$ cat src/rtl/rxf_pkg.sv
package rxf_pkg;
  localparam int FLG_FULL = 7;
  localparam int FLG_NE   = 6;
  localparam int FLG_LVL  = 5;
  localparam int FLG_OVR  = 4;
  localparam int FLG_RSV  = 3;
  localparam int FLG_PRDY = 2;
  localparam int FLG_CRC  = 1;
  localparam int FLG_LBAT = 0;

  typedef struct packed {
    logic full;
    logic ne;
    logic lvl;
    logic ovr;
    logic rsv;
    logic prdy;
    logic crc;
    logic lbat;
  } flags_t;
endpackage

$ cat src/rtl/rxf_buffer.sv
module rxf_buffer #(
  parameter int DEPTH = 66,
  parameter int DW    = 8,
  parameter int CW    = 7
) (
  input  logic          clk_i,
  input  logic          rst_ni,
  input  logic          push_i,
  input  logic [DW-1:0] push_data_i,
  input  logic          pop_i,
  input  logic          flush_i,
  output logic [DW-1:0] head_o,
  output logic [CW-1:0] count_o,
  output logic [CW-1:0] count_nxt_o,
  output logic          drop_o
);
  localparam int AW = $clog2(DEPTH);

  logic [DW-1:0] mem [DEPTH];
  logic [AW-1:0] wr_ptr_q, rd_ptr_q;
  logic [CW-1:0] count_q, count_nxt;
  logic          full, empty, do_push, do_pop;

  function automatic logic [AW-1:0] ptr_inc(input logic [AW-1:0] p);
    return (p == AW'(DEPTH - 1)) ? '0 : p + 1'b1;
  endfunction

  assign full  = (count_q == CW'(DEPTH));
  assign empty = (count_q == '0);

  // flush overrides all traffic; a pop frees the slot a same-cycle push uses
  assign do_pop  = pop_i & ~empty & ~flush_i;
  assign do_push = push_i & ~flush_i & (~full | do_pop);
  assign drop_o  = push_i & ~flush_i & ~do_push;

  always_comb begin
    count_nxt = count_q;
    if (flush_i)                count_nxt = '0;
    else if (do_push && !do_pop) count_nxt = count_q + 1'b1;
    else if (do_pop && !do_push) count_nxt = count_q - 1'b1;
  end

  always_ff @(posedge clk_i or negedge rst_ni) begin
    if (!rst_ni) begin
      wr_ptr_q <= '0;
      rd_ptr_q <= '0;
      count_q  <= '0;
    end else begin
      count_q <= count_nxt;
      if (flush_i) begin
        wr_ptr_q <= '0;
        rd_ptr_q <= '0;
      end else begin
        if (do_push) wr_ptr_q <= ptr_inc(wr_ptr_q);
        if (do_pop)  rd_ptr_q <= ptr_inc(rd_ptr_q);
      end
    end
  end

  always_ff @(posedge clk_i) begin
    if (do_push) mem[wr_ptr_q] <= push_data_i;
  end

  assign head_o      = empty ? '0 : mem[rd_ptr_q];
  assign count_o     = count_q;
  assign count_nxt_o = count_nxt;
endmodule

$ cat src/rtl/rxf_status.sv
module rxf_status
  import rxf_pkg::*;
#(
  parameter int DEPTH = 66,
  parameter int CW    = 7,
  parameter int TW    = 7
) (
  input  logic          clk_i,
  input  logic          rst_ni,
  input  logic [CW-1:0] count_i,
  input  logic [CW-1:0] count_nxt_i,
  input  logic          flush_i,
  input  logic          drop_i,
  input  logic          sleep_i,
  input  logic          eop_i,
  input  logic          rx_mode_i,
  input  logic          crc_en_i,
  input  logic          crc_keep_i,
  input  logic          crc_pass_i,
  input  logic [TW-1:0] thresh_i,
  input  logic          lowbat_i,
  output logic          ovr_o,
  output flags_t        flags_o
);
  localparam int MW = (CW > TW) ? CW : TW;

  logic ovr_q, prdy_q, crc_q;
  logic crc_gate, prdy_set, crc_set, drains;

  assign crc_gate = ~crc_en_i | crc_keep_i | crc_pass_i;
  assign prdy_set = rx_mode_i & eop_i & crc_gate;
  assign crc_set  = rx_mode_i & eop_i & crc_pass_i;
  // look ahead so packet flags fall in the same cycle as not-empty
  assign drains   = (count_nxt_i == '0);

  always_ff @(posedge clk_i or negedge rst_ni) begin
    if (!rst_ni) begin
      ovr_q  <= 1'b0;
      prdy_q <= 1'b0;
      crc_q  <= 1'b0;
    end else begin
      ovr_q  <= flush_i ? 1'b0 : (ovr_q | (drop_i & ~sleep_i));
      prdy_q <= drains ? 1'b0 : (prdy_q | prdy_set);
      crc_q  <= drains ? 1'b0 : (crc_q | crc_set);
    end
  end

  assign ovr_o = ovr_q;

  always_comb begin
    flags_o      = '0;
    flags_o.full = (count_i == CW'(DEPTH));
    flags_o.ne   = (count_i != '0);
    flags_o.lvl  = (MW'(count_i) > MW'(thresh_i));
    flags_o.ovr  = ovr_q;
    flags_o.rsv  = 1'b0;
    flags_o.prdy = prdy_q;
    flags_o.crc  = crc_q;
    flags_o.lbat = lowbat_i;
  end
endmodule

$ cat src/rtl/rx_fifo_status.sv
module rx_fifo_status
  import rxf_pkg::*;
#(
  parameter int DEPTH = 66,
  parameter int DW    = 8,
  parameter int TW    = 7
) (
  input  logic          clk_i,
  input  logic          rst_ni,
  input  logic          wr_valid_i,
  input  logic [DW-1:0] wr_data_i,
  input  logic          eop_i,
  input  logic          crc_pass_i,
  input  logic          crc_en_i,
  input  logic          crc_keep_i,
  input  logic          rx_mode_i,
  input  logic          sleep_i,
  input  logic          pop_i,
  output logic [DW-1:0] pop_data_o,
  input  logic [TW-1:0] thresh_i,
  input  logic          lowbat_i,
  input  logic          reg_wr_i,
  input  logic [7:0]    reg_wdata_i,
  output logic [7:0]    flags_o
);
  localparam int CW = $clog2(DEPTH + 1);

  logic [CW-1:0] count, count_nxt;
  logic          drop, ovr, flush;
  flags_t        flags;

  // write-one-to-clear acts only when overrun is actually pending
  assign flush = reg_wr_i & reg_wdata_i[FLG_OVR] & ovr;

  rxf_buffer #(.DEPTH(DEPTH), .DW(DW), .CW(CW)) u_buf (
    .clk_i       (clk_i),
    .rst_ni      (rst_ni),
    .push_i      (wr_valid_i),
    .push_data_i (wr_data_i),
    .pop_i       (pop_i),
    .flush_i     (flush),
    .head_o      (pop_data_o),
    .count_o     (count),
    .count_nxt_o (count_nxt),
    .drop_o      (drop)
  );

  rxf_status #(.DEPTH(DEPTH), .CW(CW), .TW(TW)) u_stat (
    .clk_i       (clk_i),
    .rst_ni      (rst_ni),
    .count_i     (count),
    .count_nxt_i (count_nxt),
    .flush_i     (flush),
    .drop_i      (drop),
    .sleep_i     (sleep_i),
    .eop_i       (eop_i),
    .rx_mode_i   (rx_mode_i),
    .crc_en_i    (crc_en_i),
    .crc_keep_i  (crc_keep_i),
    .crc_pass_i  (crc_pass_i),
    .thresh_i    (thresh_i),
    .lowbat_i    (lowbat_i),
    .ovr_o       (ovr),
    .flags_o     (flags)
  );

  assign flags_o = flags;
endmodule

$ cat config.mk
export PLATFORM = sky130hd
export DESIGN_NAME = rx_fifo_status
export DESIGN_NICKNAME = d
export VERILOG_FILES = /design/src/rtl/rxf_pkg.sv /design/src/rtl/rxf_buffer.sv /design/src/rtl/rxf_status.sv /design/src/rtl/rx_fifo_status.sv
export SDC_FILE = /design/constraint.sdc
export NUM_CORES = 1
export LEC_CHECK = 0
export ABC_AREA = 1
export ABC_CLOCK_PERIOD_IN_PS = 2670
export CAP_MARGIN = 20
export CORE_MARGIN = 3
export CORE_UTILIZATION = 55
export DETAILED_ROUTE_END_ITERATION = 10
export DONT_BUFFER_PORTS = 1
export PLACE_DENSITY = 0.79
export SLEW_MARGIN = 20
export SYNTH_ARGS = -nofsm -noshare
export SYNTH_HDL_FRONTEND = slang
export SYNTH_SLANG_ARGS = --single-unit
$ cat constraint.sdc
create_clock -name clk_i -period 2.67 [get_ports clk_i]
set_clock_uncertainty 0.1 [all_clocks]
set_input_delay 0.267 -clock clk_i [delete_from_list [all_inputs] [get_ports clk_i]]
set_output_delay 0.267 -clock clk_i [all_outputs]
set_load 0.005 [all_outputs]
==> summary.md <==
The flow ran to the end, but the final reports show violations. The checks that failed: negative setup slack. The first global-routing pass estimated 93340 µm of wire. The first routing iteration left 2330 violations. After synthesis, the netlist uses 48 different library cells.

The cell with the largest stage delay on the worst path is sky130_fd_sc_hd__dfrtp_4. For the pin with the worst max-slew slack, the measured transition is 0.7721 ns. Pin placement for this block handled 51 I/O pins. Global routing used 27.14% of the available tracks. The cell family contributing the most delay on the critical path is compound AO/OA/AOI/OAI gates. Buffers plus inverters on the worst setup path: 3.

At the end of the flow, the number of nets in the layout was 2239. The met2 global-route usage is 43.14%, and the sequential area share after synthesis is 69.85%. The part of the power in the clock network is 28.1%.

The H-tree generated during clock tree synthesis spans 2 levels. After floorplanning, the core was sized to cover 42130 µm². At the worst endpoint, the required time is 2.30 ns. The run gives 9.464 mW as the net switching power.

The routed layout has 17020 vias. Counting every instance in the synthesized netlist gives 2068. The per-cell routed wire length was 23.22 µm; the number of clock buffers inserted by TritonCTS was 53.

The top cell types in the final layout, fill and taps aside, are 528 x sky130_fd_sc_hd__edfxtp_1, 448 x sky130_fd_sc_hd__nor2_1, 275 x sky130_fd_sc_hd__nand2_1. The number of nets in the synthesized netlist is 2118. The wire-length estimate of the detail-placed layout is 33660 µm. The post-synthesis instance area came out at 23560 µm². The run gives 3 as the clock tree buffer depth.

The run gives 67 as the maximum number of pins on one net before global-route repair. The Yosys warning count is 0, and the horizontal die dimension is 213.0 µm. The worst relative slew slack is 48.47%. The source of the worst register-to-register timing path was u_buf.count_o[0]. The utilization after layout is 66.30%. The starting density of the core came out at 55.92%. The placed cell count is 2616.

The capture point of the worst reg-to-reg path was u_buf.mem[22][1]. The average cell area after synthesis came out at 11.39 µm². For the met1 track utilization from global routing, the log shows 36.34%. For the static leakage, the log shows 10.08 nW.

Highest net fanout along the worst path: 5. The layer with the highest usage after global routing is met2. The library cell used most frequently in the layout, excluding fill and tap cells, is sky130_fd_sc_hd__edfxtp_1.

TritonCTS built the clock tree. The clock root buffer master is sky130_fd_sc_hd__clkbuf_16. The clock latency on the worst-skew pair is 0.61 ns. Derived from the worst setup path, the maximum achievable clock frequency is 0.3078 GHz. The repair_antennas step left the layout with diodes totalling 0. The worst setup path is captured at a primary output. Combinational logic burns 33.9% of the power. Timing analysis after detailed placement gives a worst setup slack of 0.08150 ns. The smallest setup slack after layout was -0.5789 ns. Counting cells, the worst reg-to-reg path comes to 14.

The most critical setup path has its startpoint at u_buf.rd_ptr_q[0]. The critical path ends at pop_data_o[5]. The switching share of power came out at 35.58%.

The first detailed-routing pass took 6 iterations. The largest incremental delay on the critical path was 0.50 ns; the clock period minus worst slack was 3.249 ns. Max-cap violations in this run came to 0. The die covers 45360 µm². During placement, the flow inserted port buffers numbering 0. The total count of hold-check failures in the final report was 0. The DRC violations left is 0, and the via count of the first global-routing pass is 16600. The via count normalized by instance count is 6.148, and the critical path depth in cells is 11. The internal reg-to-reg setup slack is 0.16 ns.

The number of antenna violations at the first check in global routing is 0. The finished layout holds 2768 standard cells, fillers aside. Routability-driven placement finished with a final weighted congestion of 0.9036.

Final-report max-slew violation count: 0. The worst setup path is of the reg2out kind. Met3 capacity usage during global routing: 5.363%. Power spread over the standard cell area amounts to 952.1 nW/µm².

At the worst endpoint, the arrival time is 2.88 ns. The initialized floorplan defines 75 standard-cell rows. The signed area change from the synthesized netlist to the final layout is 18.57%. The largest vdd supply drop is 0.0006545 V.

The run gives 2699 as the number of fillers in the final layout. The path class of the tightest hold or removal check is in2async. The post-route clock period utilization came out at 121.7%.

Clock-pin slew was measured on the worst setup and hold paths at 0.06 ns. The run gives 552 as the TritonCTS sink count. The fraction of power consumed by sequential logic came out at 38.0%.

The total overflow left after global routing is 0. In the final layout, the share of cells above drive strength 1 is 16.78%. The total wirelength of the detailed-routed design came out at 64260 µm. The count of nets left with antenna violations once routing finished came out at 0.

Setup repair after global routing could not meet its margin everywhere. For the design internal power, the log shows 17.13 mW. Traced cell by cell, the critical path runs through buf_12 -> buf_16 -> clkbuf_16 -> o21ai_0 -> o211ai_1 -> nand3_2 -> nand2_2 -> nand2_1 -> nand2_1 -> nand2_2 -> a21oi_2. The tools report the sort of element at the start of the critical path as a flip-flop.

Setup violations remaining at the end of the flow were counted as 8. Synthesis inferred 552 register bits. The floorplan step set the die height to 213.0 µm.
[worst min path at each step]
stage / startpoint / endpoint / slack (ns) / depth (start not counted)
after floorplan: rst_ni / u_buf.count_o[0] / -0.13 / 0
after global placement: rst_ni / u_stat.ovr_o / -0.13 / 0
after detailed placement: rst_ni / u_stat.prdy_q / -0.13 / 0
after CTS: rst_ni / u_buf.rd_ptr_q[5] / 0.003 / 2
after global routing: rst_ni / u_buf.rd_ptr_q[6] / 0.01 / 2
final: rst_ni / u_buf.rd_ptr_q[3] / 0.02 / 2
[power by group through the flow]
stage / Clock, mW / Sequential [mW] / Combinational (mW)
after floorplan: 0 / 10.2 / 4.66
after global placement: 0 / 10.3 / 6.76
after detailed placement: 0 / 10.3 / 6.95
after CTS: 7.48 / 10.1 / 8.00
after global routing: 7.86 / 10.1 / 9.61
final: 7.46 / 10.1 / 9.02
[per-layer routing]
metal | up-vias | routed length [µm]
met1 | 8109 | 23130
met5 | - | 0
met2 | 1244 | 30540
met3 | 193 | 7764
met4 | 0 | 2829
li1 | 7472 | -
[cell families after synthesis]
logic type	after synthesis	share of synthesized area, %
and+or+nand+nor	941	16.46
DFF	552	69.85
AOI/OAI and AO/OA	360	8.407
buffers and inverters	190	4.137
adders and majority gates	15	0.7966
xor gates and xnor gates	9	0.3346
other	1	0.01592
[cell type report]
class / instances / area [µm²] / area share, %
Clock buffer: 67 / 1410 / 5.048
Clock inverter: 28 / 299.0 / 1.071
Inverter: 76 / 314.1 / 1.124
Multi-Input combinational cell: 1326 / 6546 / 23.43
Sequential cell: 552 / 16460 / 58.94
Tap cell: 539 / 674.4 / 2.414
Timing Repair Buffer: 178 / 2203 / 7.888
Timing Repair inverter: 2 / 22.52 / 0.08062
[Yosys cell counts, drive strengths merged]
| master | count | area share (%) |
|---|---|---|
| edfxtp | 528 | 67 |
| nor2 | 489 | 7.9 |
| nand2 | 309 | 5.0 |
| o21ai | 233 | 4.9 |
| nand3 | 108 | 2.5 |
| buf | 91 | 2.5 |
| inv | 74 | 1.2 |
| o211ai | 53 | 1.7 |
| a21oi | 50 | 1.1 |
| dfrtp | 24 | 2.5 |
| clkbuf | 23 | 0.37 |
| ha | 15 | 0.80 |
| nand4 | 15 | 0.57 |
| o22ai | 13 | 0.35 |
| or2 | 10 | 0.27 |
| nor3 | 7 | 0.17 |
| xor2 | 7 | 0.26 |
| a211oi | 2 | 0.064 |
| clkinv | 2 | 0.032 |
| o221ai | 2 | 0.074 |
| xnor2 | 2 | 0.074 |
| a21boi | 1 | 0.032 |
| a22oi | 1 | 0.032 |
| a31o | 1 | 0.037 |
| a31oi | 1 | 0.027 |
| and2 | 1 | 0.027 |
| and3 | 1 | 0.027 |
| conb | 1 | 0.016 |
| o21a | 1 | 0.032 |
| o21bai | 1 | 0.032 |
| o31ai | 1 | 0.032 |
| or3b | 1 | 0.037 |
[registers in the layout (all words and copies together), names as in the netlist]
signal          cells
u_buf.count_o       7
u_buf.mem         528
u_buf.rd_ptr_q      7
u_buf.wr_ptr_q      7
u_stat.crc_q        1
u_stat.ovr_o        1
u_stat.prdy_q       1
[per-stage QoR]
stage          setup TNS (ns)  total power [mW]  cell area (µm²)  hold slack (ns)
3_5_place_dp                0             17.22            24660          -0.1280
6_report               -4.290             26.60            27930          0.02328
3_3_place_gp                0             17.01            24660          -0.1279
5_1_grt                -4.526             27.61            27930          0.01442
2_1_floorplan               0             14.83            23560          -0.1286
4_1_cts                -3.176             25.56            27420         0.002750
[repair_timing]
action,CTS,global route
hold endpoints to repair,566,0
hold buffers,29,0
endpoints found under the setup margin,8,71
cloned,10,9
setup buffers,6,3
pin swaps,35,45
resized for setup,75,112
(Power assumes the default switching activity.)
